<file path="src/rtl/bscan_pkg.sv">
`timescale 1ns/1ps
package bscan_pkg;

  // Sixteen controller states
  typedef enum logic [3:0] {
    ST_TLR,
    ST_RTI,
    ST_SEL_DR,
    ST_CAP_DR,
    ST_SH_DR,
    ST_EX1_DR,
    ST_PAU_DR,
    ST_EX2_DR,
    ST_UPD_DR,
    ST_SEL_IR,
    ST_CAP_IR,
    ST_SH_IR,
    ST_EX1_IR,
    ST_PAU_IR,
    ST_EX2_IR,
    ST_UPD_IR
  } tap_state_e;

  localparam int unsigned IR_W = 2;

  typedef enum logic [IR_W-1:0] {
    OP_EXTEST = 2'b00,
    OP_SAMPLE = 2'b01,
    OP_SPARE  = 2'b10,
    OP_BYPASS = 2'b11
  } opcode_e;

  localparam logic [IR_W-1:0] IR_CAPTURE_VAL = 2'b01;

  // Cell offsets inside one bidirectional pad group
  localparam int unsigned CELLS_PER_BIDIR = 3;
  localparam int unsigned OFS_IN  = 0;
  localparam int unsigned OFS_OUT = 1;
  localparam int unsigned OFS_EN  = 2;

endpackage

</file>
<file path="src/rtl/bscan_rst_sync.sv">
`timescale 1ns/1ps
module bscan_rst_sync #(
  parameter int unsigned STAGES = 2
) (
  input  logic clk,
  input  logic arst_n,
  output logic rst_n
);

  logic [STAGES-1:0] sync_q;
  logic [STAGES-1:0] sync_d;

  always_comb begin
    sync_d = {sync_q[STAGES-2:0], 1'b1};
  end

  always_ff @(posedge clk or negedge arst_n) begin
    if (!arst_n) begin
      sync_q <= '0;
    end else begin
      sync_q <= sync_d;
    end
  end

  assign rst_n = sync_q[STAGES-1];

endmodule

</file>
<file path="src/rtl/bscan_tap_fsm.sv">
`timescale 1ns/1ps
module bscan_tap_fsm
  import bscan_pkg::*;
(
  input  logic       tck,
  input  logic       rst_n,
  input  logic       tms,
  output tap_state_e state_q,
  output tap_state_e state_d
);

  always_comb begin
    state_d = state_q;
    unique case (state_q)
      ST_TLR:    state_d = tms ? ST_TLR    : ST_RTI;
      ST_RTI:    state_d = tms ? ST_SEL_DR : ST_RTI;
      ST_SEL_DR: state_d = tms ? ST_SEL_IR : ST_CAP_DR;
      ST_CAP_DR: state_d = tms ? ST_EX1_DR : ST_SH_DR;
      ST_SH_DR:  state_d = tms ? ST_EX1_DR : ST_SH_DR;
      ST_EX1_DR: state_d = tms ? ST_UPD_DR : ST_PAU_DR;
      ST_PAU_DR: state_d = tms ? ST_EX2_DR : ST_PAU_DR;
      ST_EX2_DR: state_d = tms ? ST_UPD_DR : ST_SH_DR;
      ST_UPD_DR: state_d = tms ? ST_SEL_DR : ST_RTI;
      ST_SEL_IR: state_d = tms ? ST_TLR    : ST_CAP_IR;
      ST_CAP_IR: state_d = tms ? ST_EX1_IR : ST_SH_IR;
      ST_SH_IR:  state_d = tms ? ST_EX1_IR : ST_SH_IR;
      ST_EX1_IR: state_d = tms ? ST_UPD_IR : ST_PAU_IR;
      ST_PAU_IR: state_d = tms ? ST_EX2_IR : ST_PAU_IR;
      ST_EX2_IR: state_d = tms ? ST_UPD_IR : ST_SH_IR;
      ST_UPD_IR: state_d = tms ? ST_SEL_DR : ST_RTI;
      default:   state_d = ST_TLR;
    endcase
  end

  always_ff @(posedge tck or negedge rst_n) begin
    if (!rst_n) begin
      state_q <= ST_TLR;
    end else begin
      state_q <= state_d;
    end
  end

endmodule

</file>
<file path="src/rtl/bscan_instr_reg.sv">
`timescale 1ns/1ps
module bscan_instr_reg
  import bscan_pkg::*;
(
  input  logic            tck,
  input  logic            rst_n,
  input  logic            tdi,
  input  logic            cap_en,
  input  logic            shift_en,
  input  logic            upd_en,
  input  logic            force_bypass,
  output logic            so,
  output logic [IR_W-1:0] ir_sr,
  output opcode_e         ir_q
);

  logic [IR_W-1:0] sr_d;
  opcode_e         ir_d;

  always_comb begin
    sr_d = ir_sr;
    if (cap_en) begin
      sr_d = IR_CAPTURE_VAL;
    end else if (shift_en) begin
      sr_d = {tdi, ir_sr[IR_W-1:1]};
    end
  end

  always_comb begin
    ir_d = ir_q;
    if (force_bypass) begin
      ir_d = OP_BYPASS;
    end else if (upd_en) begin
      ir_d = opcode_e'(ir_sr);
    end
  end

  always_ff @(posedge tck or negedge rst_n) begin
    if (!rst_n) begin
      ir_sr <= IR_CAPTURE_VAL;
      ir_q  <= OP_BYPASS;
    end else begin
      ir_sr <= sr_d;
      ir_q  <= ir_d;
    end
  end

  assign so = ir_sr[0];

endmodule

</file>
<file path="src/rtl/bscan_bsr.sv">
`timescale 1ns/1ps
module bscan_bsr
  import bscan_pkg::*;
#(
  parameter int unsigned N_BIDIR = 2,
  parameter int unsigned N_IN    = 2
) (
  input  logic               tck,
  input  logic               rst_n,
  input  logic               tdi,
  input  logic               cap_en,
  input  logic               shift_en,
  input  logic               upd_en,
  input  logic [N_BIDIR-1:0] core_dout,
  input  logic [N_BIDIR-1:0] core_den,
  input  logic [N_BIDIR-1:0] pad_din_bidir,
  input  logic [N_IN-1:0]    pad_din,
  output logic               so,
  output logic [N_BIDIR-1:0] upd_dout,
  output logic [N_BIDIR-1:0] upd_den
);

  localparam int unsigned BIDIR_CELLS = N_BIDIR * CELLS_PER_BIDIR;
  localparam int unsigned CHAIN_LEN   = BIDIR_CELLS + N_IN;

  logic [CHAIN_LEN-1:0] cap_vec;
  logic [CHAIN_LEN-1:0] shift_vec;
  logic [CHAIN_LEN-1:0] chain_q;
  logic [CHAIN_LEN-1:0] chain_d;

  // Three cells per bidirectional pad, each pad with its own update latches
  for (genvar g = 0; g < N_BIDIR; g++) begin : g_bidir
    localparam int unsigned BASE = g * CELLS_PER_BIDIR;
    logic dout_q;
    logic den_q;

    assign cap_vec[BASE + OFS_IN]  = pad_din_bidir[g];
    assign cap_vec[BASE + OFS_OUT] = core_dout[g];
    assign cap_vec[BASE + OFS_EN]  = core_den[g];

    always_ff @(posedge tck or negedge rst_n) begin
      if (!rst_n) begin
        dout_q <= 1'b0;
        den_q  <= 1'b0;
      end else if (upd_en) begin
        dout_q <= chain_q[BASE + OFS_OUT];
        den_q  <= chain_q[BASE + OFS_EN];
      end
    end

    assign upd_dout[g] = dout_q;
    assign upd_den[g]  = den_q;
  end

  // One capture-only cell per input pad
  for (genvar g = 0; g < N_IN; g++) begin : g_input
    assign cap_vec[BIDIR_CELLS + g] = pad_din[g];
  end

  // Serial path: the top cell takes tdi, every other cell takes its upper neighbour
  for (genvar k = 0; k < CHAIN_LEN; k++) begin : g_link
    if (k == CHAIN_LEN - 1) begin : g_head
      assign shift_vec[k] = tdi;
    end else begin : g_body
      assign shift_vec[k] = chain_q[k+1];
    end
  end

  always_comb begin
    chain_d = chain_q;
    if (cap_en) begin
      chain_d = cap_vec;
    end else if (shift_en) begin
      chain_d = shift_vec;
    end
  end

  always_ff @(posedge tck or negedge rst_n) begin
    if (!rst_n) begin
      chain_q <= '0;
    end else begin
      chain_q <= chain_d;
    end
  end

  assign so = chain_q[0];

endmodule

</file>
<file path="src/rtl/bscan_tap_top.sv">
`timescale 1ns/1ps
module bscan_tap_top
  import bscan_pkg::*;
#(
  parameter int unsigned N_BIDIR = 2,
  parameter int unsigned N_IN    = 2
) (
  input  logic               tck,
  input  logic               trst_n,
  input  logic               tms,
  input  logic               tdi,
  output logic               tdo,
  output logic               tdo_oe,
  input  logic [N_BIDIR-1:0] core_dout,
  input  logic [N_BIDIR-1:0] core_den,
  output logic [N_BIDIR-1:0] core_din_bidir,
  output logic [N_IN-1:0]    core_din,
  output logic [N_BIDIR-1:0] pad_dout,
  output logic [N_BIDIR-1:0] pad_den,
  input  logic [N_BIDIR-1:0] pad_din_bidir,
  input  logic [N_IN-1:0]    pad_din
);

  logic            rst_n;
  tap_state_e      state_q;
  tap_state_e      state_d;
  opcode_e         ir_q;
  logic [IR_W-1:0] ir_sr;
  logic            ir_so;
  logic            bsr_so;
  logic            byp_q;
  logic            byp_d;
  logic [N_BIDIR-1:0] upd_dout;
  logic [N_BIDIR-1:0] upd_den;

  logic cap_dr, sh_dr, upd_dr, cap_ir, sh_ir, upd_ir, enter_tlr;
  logic bsr_sel, drive_pads;
  logic tdo_d, tdo_oe_d;

  bscan_rst_sync #(.STAGES(2)) u_rst_sync (
    .clk    (tck),
    .arst_n (trst_n),
    .rst_n  (rst_n)
  );

  bscan_tap_fsm u_fsm (
    .tck     (tck),
    .rst_n   (rst_n),
    .tms     (tms),
    .state_q (state_q),
    .state_d (state_d)
  );

  assign cap_dr    = (state_q == ST_CAP_DR);
  assign sh_dr     = (state_q == ST_SH_DR);
  assign upd_dr    = (state_q == ST_UPD_DR);
  assign cap_ir    = (state_q == ST_CAP_IR);
  assign sh_ir     = (state_q == ST_SH_IR);
  assign upd_ir    = (state_q == ST_UPD_IR);
  assign enter_tlr = (state_d == ST_TLR);

  bscan_instr_reg u_ir (
    .tck          (tck),
    .rst_n        (rst_n),
    .tdi          (tdi),
    .cap_en       (cap_ir),
    .shift_en     (sh_ir),
    .upd_en       (upd_ir),
    .force_bypass (enter_tlr),
    .so           (ir_so),
    .ir_sr        (ir_sr),
    .ir_q         (ir_q)
  );

  // Decode: only the two boundary opcodes select the chain, all others bypass
  assign drive_pads = (ir_q == OP_EXTEST);
  assign bsr_sel    = (ir_q == OP_EXTEST) || (ir_q == OP_SAMPLE);

  bscan_bsr #(.N_BIDIR(N_BIDIR), .N_IN(N_IN)) u_bsr (
    .tck           (tck),
    .rst_n         (rst_n),
    .tdi           (tdi),
    .cap_en        (cap_dr & bsr_sel),
    .shift_en      (sh_dr & bsr_sel),
    .upd_en        (upd_dr & bsr_sel),
    .core_dout     (core_dout),
    .core_den      (core_den),
    .pad_din_bidir (pad_din_bidir),
    .pad_din       (pad_din),
    .so            (bsr_so),
    .upd_dout      (upd_dout),
    .upd_den       (upd_den)
  );

  // One-bit bypass path
  always_comb begin
    byp_d = byp_q;
    if (cap_dr && !bsr_sel) begin
      byp_d = 1'b0;
    end else if (sh_dr && !bsr_sel) begin
      byp_d = tdi;
    end
  end

  always_ff @(posedge tck or negedge rst_n) begin
    if (!rst_n) begin
      byp_q <= 1'b0;
    end else begin
      byp_q <= byp_d;
    end
  end

  // Output stage on the falling edge
  always_comb begin
    tdo_oe_d = sh_dr | sh_ir;
    tdo_d    = tdo;
    if (sh_ir) begin
      tdo_d = ir_so;
    end else if (sh_dr) begin
      tdo_d = bsr_sel ? bsr_so : byp_q;
    end
  end

  always_ff @(negedge tck or negedge rst_n) begin
    if (!rst_n) begin
      tdo    <= 1'b0;
      tdo_oe <= 1'b0;
    end else begin
      tdo    <= tdo_d;
      tdo_oe <= tdo_oe_d;
    end
  end

  // Pad and core muxing
  assign pad_dout       = drive_pads ? upd_dout : core_dout;
  assign pad_den        = drive_pads ? upd_den  : core_den;
  assign core_din_bidir = pad_din_bidir;
  assign core_din       = pad_din;

endmodule

</file>
<file path="config.mk">
export PLATFORM = sky130hd
export DESIGN_NAME = bscan_tap_top
export DESIGN_NICKNAME = d
export VERILOG_FILES = /design/src/rtl/bscan_pkg.sv /design/src/rtl/bscan_rst_sync.sv /design/src/rtl/bscan_tap_fsm.sv /design/src/rtl/bscan_instr_reg.sv /design/src/rtl/bscan_bsr.sv /design/src/rtl/bscan_tap_top.sv
export SDC_FILE = /design/constraint.sdc
export NUM_CORES = 1
export LEC_CHECK = 0
export BUFFER_PORTS_ARGS = -buffer_cell sky130_fd_sc_hd__buf_2
export CORE_AREA = 2 2 48 59
export DETAILED_ROUTE_END_ITERATION = 10
export DIE_AREA = 0 0 50 61
export PLACE_DENSITY = 0.79
export REMOVE_ABC_BUFFERS = 1
export SLEW_MARGIN = 30
export SYNTH_ARGS = -nofsm -noshare
export SYNTH_HDL_FRONTEND = slang
export SYNTH_SLANG_ARGS = --single-unit
</file>
<file path="constraint.sdc">
create_clock -name tck -period 4.47 [get_ports tck]
set_clock_uncertainty 0.1 [all_clocks]
set_input_delay 0.894 -clock tck [delete_from_list [all_inputs] [get_ports tck]]
set_output_delay 0.894 -clock tck [all_outputs]
set_load 0.02 [all_outputs]
</file>
==> results of run 1 <==
power breakdown:
group	total [mW]	switching, mW	leakage, nW	internal (mW)
Combinational	0.354	0.180	0.375	0.174
Sequential	0.462	0.126	0.293	0.336
Clock	0.0948	0.0600	0.0150	0.0348
worst min path at each step:
stage                                    from                            to  slack [ps]
2_1_floorplan  u_rst_sync.sync_q[1]$_DFF_PN0_             byp_q$_DFFE_PN0P_         190
3_3_place_gp   u_rst_sync.sync_q[1]$_DFF_PN0_             byp_q$_DFFE_PN0P_         120
3_5_place_dp   u_rst_sync.sync_q[1]$_DFF_PN0_             byp_q$_DFFE_PN0P_         120
4_1_cts        u_rst_sync.sync_q[1]$_DFF_PN0_             byp_q$_DFFE_PN0P_         130
5_1_grt        u_rst_sync.sync_q[1]$_DFF_PN0_             byp_q$_DFFE_PN0P_         160
6_report       u_rst_sync.sync_q[1]$_DFF_PN0_  u_bsr.chain_q[5]$_DFFE_PN0P_         120
area by class of cell:
class	instances	area [sq um]
fillers	215	1011
multi-input cells	93	641.9
flip-flops and latches	25	629.4
repair buffers	23	120.1
well taps	33	41.29
clock buffers	4	26.28
inverters	2	7.507
state kept, by name, indices dropped and copies added, names as in the netlist, 2 cells and up:
name / cells
u_ir.ir_q: 2
u_bsr.chain_q: 8
u_ir.ir_sr: 2
u_bsr.g_bidir.den_q: 2
u_fsm.state_q: 4
u_rst_sync.sync_q: 2
u_bsr.g_bidir.dout_q: 2
logic make-up (layout without fill, tap and decap cells):
group / after synthesis / in the layout
flops: 25 / 25
compound gates: 30 / 30
xor+xnor: 2 / 2
mux: 19 / 19
simple gates: 41 / 41
buf+inv: 17 / 29
other cells: 1 / 1
Yosys cell counts (3+ instances only):
master | instances | area [sq um]
a21oi_1 | 6 | 30.03
dfrtp_1 | 20 | 500.5
buf_4 | 7 | 52.55
buf_2 | 5 | 25.02
nor2_1 | 7 | 26.28
mux2_2 | 8 | 90.09
buf_6 | 3 | 33.78
o21ai_1 | 3 | 15.01
o21ai_0 | 12 | 60.06
dfstp_2 | 3 | 78.83
nand2_1 | 17 | 63.81
nand2b_1 | 4 | 25.02
mux2i_1 | 11 | 110.1
metal layers:
metal	vias to the layer above	GRT usage
li1	492	-
met1	484	0.2215
met2	20	0.3496
met3	4	0.02956
met4	0	0.05952
met5	-	0
per-stage QoR:
stage / power, mW / utilization / instance area [sq um] / hold WS, ps / cells
after global placement: 0.7981 / 0.5813 / 1440 / 115.1 / 176
after detailed placement: 0.8244 / 0.5813 / 1440 / 120.0 / 176
after CTS: 0.9205 / 0.5919 / 1466 / 131.0 / 180
after global routing: 0.9916 / 0.5919 / 1466 / 159.3 / 180
after floorplan: 0.7123 / - / 1279 / 191.4 / 120
final: 0.9103 / 0.5919 / 1466 / 116.3 / 180
==> flow_summary_export.csv, run 1 <==
group,metric,value,unit
outcome,status,"finished, final reports clean",
route,wl_met1,1017,microns
yosys,synth-xor-area-share,0.01260,
yosys,netlist_instances,135,
worst_hold_path,hold_path.class,"flop to async pin",
clock_network,tritoncts,"done",
die,dieArea,0.003050,sq mm
timing,rsz0062_at_grt,"false",
die,die_w,50,microns
yosys,synth-compound-area-share,0.1314,
yosys,synth_flop_cell,"dfrtp_1",
critical_path,crit_start,"tdo$_DFFE_NN0P_",
clock_network,cts_buffer_depth,2,
clock_network,cts_resized,0,
route,routed_wl,2428,microns
critical_path,worstSetupPathType,"flop to output pin",
placed_design,routabilityCongestion,0.8080,
grt,antenna_found_initial,0,
route,met2WireLength,1301,microns
layout,syn_to_final_growth,5.491,%
placed_design,pre_cts_ws,650.9,ps
yosys,syn-cell-area,0.001390,sq mm
route,dr.pass1.iters,4,
yosys,synth_mux_area_frac,0.1440,
layout,drive_gt1_frac,0.2925,
critical_path,r2r_slack,620,ps
grt,grt_pass1_vias,988,
yosys,synth_area_per_cell,10.30,sq um
grt,grt_usage,0.1874,
clock_network,clock_latency,300,ps
critical_path,cp-endpoint,"tdo",
timing,slew_headroom,0.3858,
critical_path,critical_path_arrival,3120,ps
route,wl_met3,74,microns
clock_network,cts_htree_levels,1,
yosys,synth_top_family_by_area,"simple AND/OR/NAND/NOR gates",
critical_path,required,3480,ps
timing,fin_setup_tns,0,ps
timing,tightest_slew,916.3,ps
critical_path,crit_path_end_kind,"output pin",
clock_network,cts_setup_buffers,0,
critical_path,r2r-end,"tdo$_DFFE_NN0P_",
critical_path,timing.rr.start,"u_fsm.state_q[2]$_DFF_PN0_",
critical_path,cp_max_fo,2,
layout,most-common-layout-cells,"21 x buf_2, 20 x dfrtp_1, 17 x nand2_1",
power_and_ir_drop,leakage,0.6833,nW
route,wl_per_cell,13.49,microns
route,vias,1000,
critical_path,critPathTopFamily,"flip-flops",
critical_path,crit_path_top_delay_cell,"dfrtn_1",
placed_design,place_hpwl,1805,microns
critical_path,path_buf_inv,1,
die,rows,20,
placed_design,port_buffers,21,
die,core-area,0.002477,sq mm
critical_path,startpoint_type,"flop",
yosys,synthArstFlopShare,1.000,
critical_path,cp.depth,1,
route,vias_per_cell,5.556,
die,die_y,61,microns
grt,grt_pass1_wl,4340,microns
yosys,ys_seq_area_frac,0.4527,
die,initial_core_util,0.5611,
power_and_ir_drop,p_per_area,620.8,mW/mm^2
critical_path,slowest_delay,420,ps
clock_network,numClockSinks,25,
yosys,synth-simple-area-share,0.1710,
clock_network,clk_pin_slew,120,ps
yosys,ys_seq_elements,25,
clock_network,hold_buffers,0,
power_and_ir_drop,vdd.ir_drop.worst,0.3349,mV
layout,final_common_cell,"buf_2",
layout,n_antenna_cell,0,
critical_path,r2r.worst_path.cells,3,
yosys,synth_edf_count,0,
timing,setup_ws,359.8,ps
route,highest_layer,"met4",
route,ant_nets,0,
grt,overflow,0,
yosys,yosys.area_share.adder,0,
clock_network,cts_buffers,3,
timing,setup_violations,0,
critical_path,cp_cell_sequence,"buf_2",
yosys,ys_warn_count,0,
clock_network,cts_root_buf,"clkbuf_4",
timing,finalHoldViolations,0,
timing,slew_violations,0,
yosys,synth_cell_types,37,
route,drcViolationCount,0,
grt,grt_max_degree,24,
layout,fin_nets,160,
die,io_pins,22,
run,cap_violations,0,
route,drtIter0Drc,20,
No activity file was read; power rests on OpenSTA's default activity.
==> run 2, diff against run 1 <==
--- a/config.mk
+++ b/config.mk
@@ -5,11 +5,12 @@
 export SDC_FILE = /design/constraint.sdc
 export NUM_CORES = 1
 export LEC_CHECK = 0
+export ABC_AREA = 1
 export BUFFER_PORTS_ARGS = -buffer_cell sky130_fd_sc_hd__buf_2
 export CORE_AREA = 2 2 48 59
 export DETAILED_ROUTE_END_ITERATION = 10
 export DIE_AREA = 0 0 50 61
-export PLACE_DENSITY = 0.79
+export PLACE_DENSITY = 0.8
 export REMOVE_ABC_BUFFERS = 1
 export SLEW_MARGIN = 30
 export SYNTH_ARGS = -nofsm -noshare
==> constraint.sdc (replaced) <==
create_clock -name tck -period 4.47 [get_ports tck]
set_clock_uncertainty 0.1 [all_clocks]
set_input_delay 0.2235 -clock tck [delete_from_list [all_inputs] [get_ports tck]]
set_output_delay 0.2235 -clock tck [all_outputs]
set_load 0.02 [all_outputs]
==> run 2 against run 1 <==
Net effect:
- clock-buffer cell count unchanged
- sequential power down 30%
- design area up 5.5%
- worst hold slack worse by 53 ps
- sequential cell count unchanged
- critical path depth up 6
- die area unchanged
- combinational power down 17%
- core utilization up 3.2 points
- synthesized cell count up 30%
- worst setup slack better by 460 ps
- area after synthesis up 1.1%
- critical path type is now flop to flop
- critical endpoint is now tdo$_DFFE_NN0P_
==> flow_summary_export.csv, run 2 <==
group,metric,value,unit
critical_path,crit_path_top_delay_cell,"dfrtp_1",
route,highest_layer,"met4",
yosys,synth_area_per_cell,7.984,sq um
clock_network,cts_setup_buffers,0,
route,ant_nets,0,
critical_path,slowest_delay,480,ps
route,wl_met1,1240,microns
die,io_pins,22,
route,wl_per_cell,12.23,microns
route,dr.pass1.iters,6,
clock_network,clock_latency,310,ps
power_and_ir_drop,p_sw,0.3032,mW
power_and_ir_drop,comb_power_share,0.411,
grt,grt_max_degree,24,
yosys,synth_area_leader_cell,"dfrtp_1",
yosys,netlist_top_cells_area,"dfrtp_1 36%, nand2_1 12%, nor2_1 6.4%, inv_1 5.9%, dfstp_2 5.6%",
power_and_ir_drop,power,0.7165,mW
critical_path,critPathMostFrequentCell,"inv_1",
die,rows,20,
yosys,synth_common_cells,"44 x nand2_1, 24 x nor2_1, 22 x inv_1, 20 x dfrtp_1, 14 x o21ai_0",
yosys,synthArstFlopShare,1.000,
critical_path,cp_cell_sequence,"inv_1, nor2_4, inv_1, nor2_1, inv_1, o21ai_0, a21oi_1",
route,vias,1204,
route,vias_per_cell,5.235,
power_and_ir_drop,clkPwrFrac,0.135,
placed_design,pre_cts_ws,854.9,ps
yosys,synth_flop_cell,"dfrtp_1",
route,routed_wl,2813,microns
grt,grt_pass1_vias,1135,
clock_network,cts_buffers,3,
die,initial_core_util,0.5672,
power_and_ir_drop,power.share.sequential,0.453,
layout,syn_to_final_growth,10.06,%
placed_design,placed_area,0.001510,sq mm
clock_network,numClockSinks,25,
layout,fin_nets,210,
power_and_ir_drop,intPower,0.4132,mW
yosys,yosys.cell_count.top_type,"nand2_1",
yosys,ys_seq_elements,25,
die,dieArea,0.003050,sq mm
yosys,synth_top_area_share,0.3562,
timing,setup_violations,0,
die,die_w,50,microns
placed_design,port_buffers,21,
worst_hold_path,hold_path.class,"input port to flop",
layout,final_common_cell,"nand2_1",
yosys,ys_seq_area_frac,0.4479,
placed_design,place_hpwl,2171,microns
critical_path,startpoint_type,"flop",
outcome,status,"finished, final reports clean",
layout,largest_reg_flops,8,
yosys,ys_warn_count,0,
timing,finalHoldViolations,0,
route,met2WireLength,1404,microns
clock_network,cts_resized,0,
clock_network,clk_pin_slew,130,ps
route,wl_met3,108,microns
clock_network,hold_buffers,1,
yosys,synth_cell_types,25,
critical_path,crit_path_end_kind,"flop",
layout,top_regs,"u_bsr.chain_q (8), u_fsm.state_q (4)",
timing,rsz0062_at_grt,"false",
layout,most-common-layout-cells,"44 x nand2_1, 24 x nor2_1, 22 x inv_1",
grt,overflow,0,
route,drcViolationCount,0,
critical_path,r2r.worst_path.cells,7,
layout,top_register,"u_bsr.chain_q",
grt,grt_pass1_wl,4809,microns
yosys,syn-cell-area,0.001405,sq mm
yosys,netlist_instances,176,
grt,antenna_found_initial,0,
power_and_ir_drop,leakage,0.8135,nW
critical_path,cp_max_fo,5,
grt,grt_usage,0.2075,
power_and_ir_drop,vdd.ir_drop.worst,0.3384,mV
route,drtIter0Drc,46,
layout,n_antenna_cell,0,
critical_path,critical_path_arrival,1470,ps
layout,fin_area,0.001546,sq mm
clock_network,cts_htree_levels,1,
layout,drive_gt1_frac,0.2386,
critical_path,required,2290,ps
placed_design,routabilityCongestion,0.8366,
power_and_ir_drop,p_per_area,463.3,mW/mm^2
clock_network,cts_buffer_depth,2,
clock_network,cts_root_buf,"clkbuf_4",
die,die_y,61,microns
run,cap_violations,0,
clock_network,tritoncts,"done",
worst_hold_path,hold_depth,3,
critical_path,worstSetupPathType,"flop to flop",
layout,finish.utilization,0.6242,
timing,slew_violations,0,
die,core-area,0.002477,sq mm
timing,setup_ws,820.2,ps
yosys,synth_edf_count,0,
timing,fin_setup_tns,0,ps
power_and_ir_drop,swShare,0.4232,
==> run 2: changes by cell type after synthesis, sizes merged, moves of 4 or more <==
cell,previous run,this run
o211ai,0,8
buf,15,6
nor2,7,28
inv,2,24
mux2,8,4
nand2,17,47
mux2i,11,1
nand3,2,11
nand2b,4,0
==> run 2: kinds of logic after synthesis <==
kind of cell           synth area share
and+or+nand+nor                  0.2761
other                          0.002669
buffers and inverters            0.1006
muxes                           0.03918
AOI/OAI and AO/OA                0.1336
DFF                              0.4479
==> run 2: metal layers <==
layer / vias up / track usage
met5: - / 0
met4: 0 / 0.08333
met3: 8 / 0.01478
met2: 37 / 0.3722
met1: 559 / 0.2624
li1: 600 / -
==> run 2: per-stage QoR <==
step | std cells | hold slack (ps)
finish | 230 | 63.03
global route | 230 | 80.02
CTS | 230 | 48.46
detailed placement | 225 | -90.28
global placement | 225 | -92.29
floorplan | 170 | -172.1
==> run 2: power by group through the flow <==
stage,clock network [mW],registers [mW],logic (mW)
after detailed placement,0,0.329,0.293
after CTS,0.103,0.324,0.294
after global placement,0,0.327,0.280
after global routing,0.108,0.333,0.337
final,0.0968,0.325,0.295
after floorplan,0,0.333,0.208
==> run 2: final timing paths <==
path | from | endpoint | slack (ps)
setup / recovery | u_fsm.state_q[3]$_DFF_PN0_ | tdo$_DFFE_NN0P_ | 820
hold / removal | tdi | byp_q$_DFFE_PN0P_ | 60
setup reg to reg | u_fsm.state_q[3]$_DFF_PN0_ | tdo$_DFFE_NN0P_ | 820
hold reg to reg | u_rst_sync.sync_q[1]$_DFF_PN0_ | u_fsm.state_q[1]$_DFF_PN0_ | 110
max in group asynchronous | u_rst_sync.sync_q[1]$_DFF_PN0_ | tdo_oe$_DFF_NN0_ | 1770
min in group asynchronous | u_rst_sync.sync_q[1]$_DFF_PN0_ | u_fsm.state_q[1]$_DFF_PN0_ | 110
==> run 2: layout make-up <==
cell class                 count  area (sq um)
clock buffer                   4         26.28
fill                         219         930.9
inverter                      24         92.59
multi-input combinational    121         634.4
sequential                    25         629.4
tap                           33         41.29
timing repair buffer          23         122.6
==> run 2: worst max-delay path: cells and delay by family, from the launching register on <==
kind                   cells  cell delay [ps]
flip-flops                 1              480
buffers and inverters      3              260
AND/OR/NAND/NOR            2              250
AO/OA/AOI/OAI              2              160
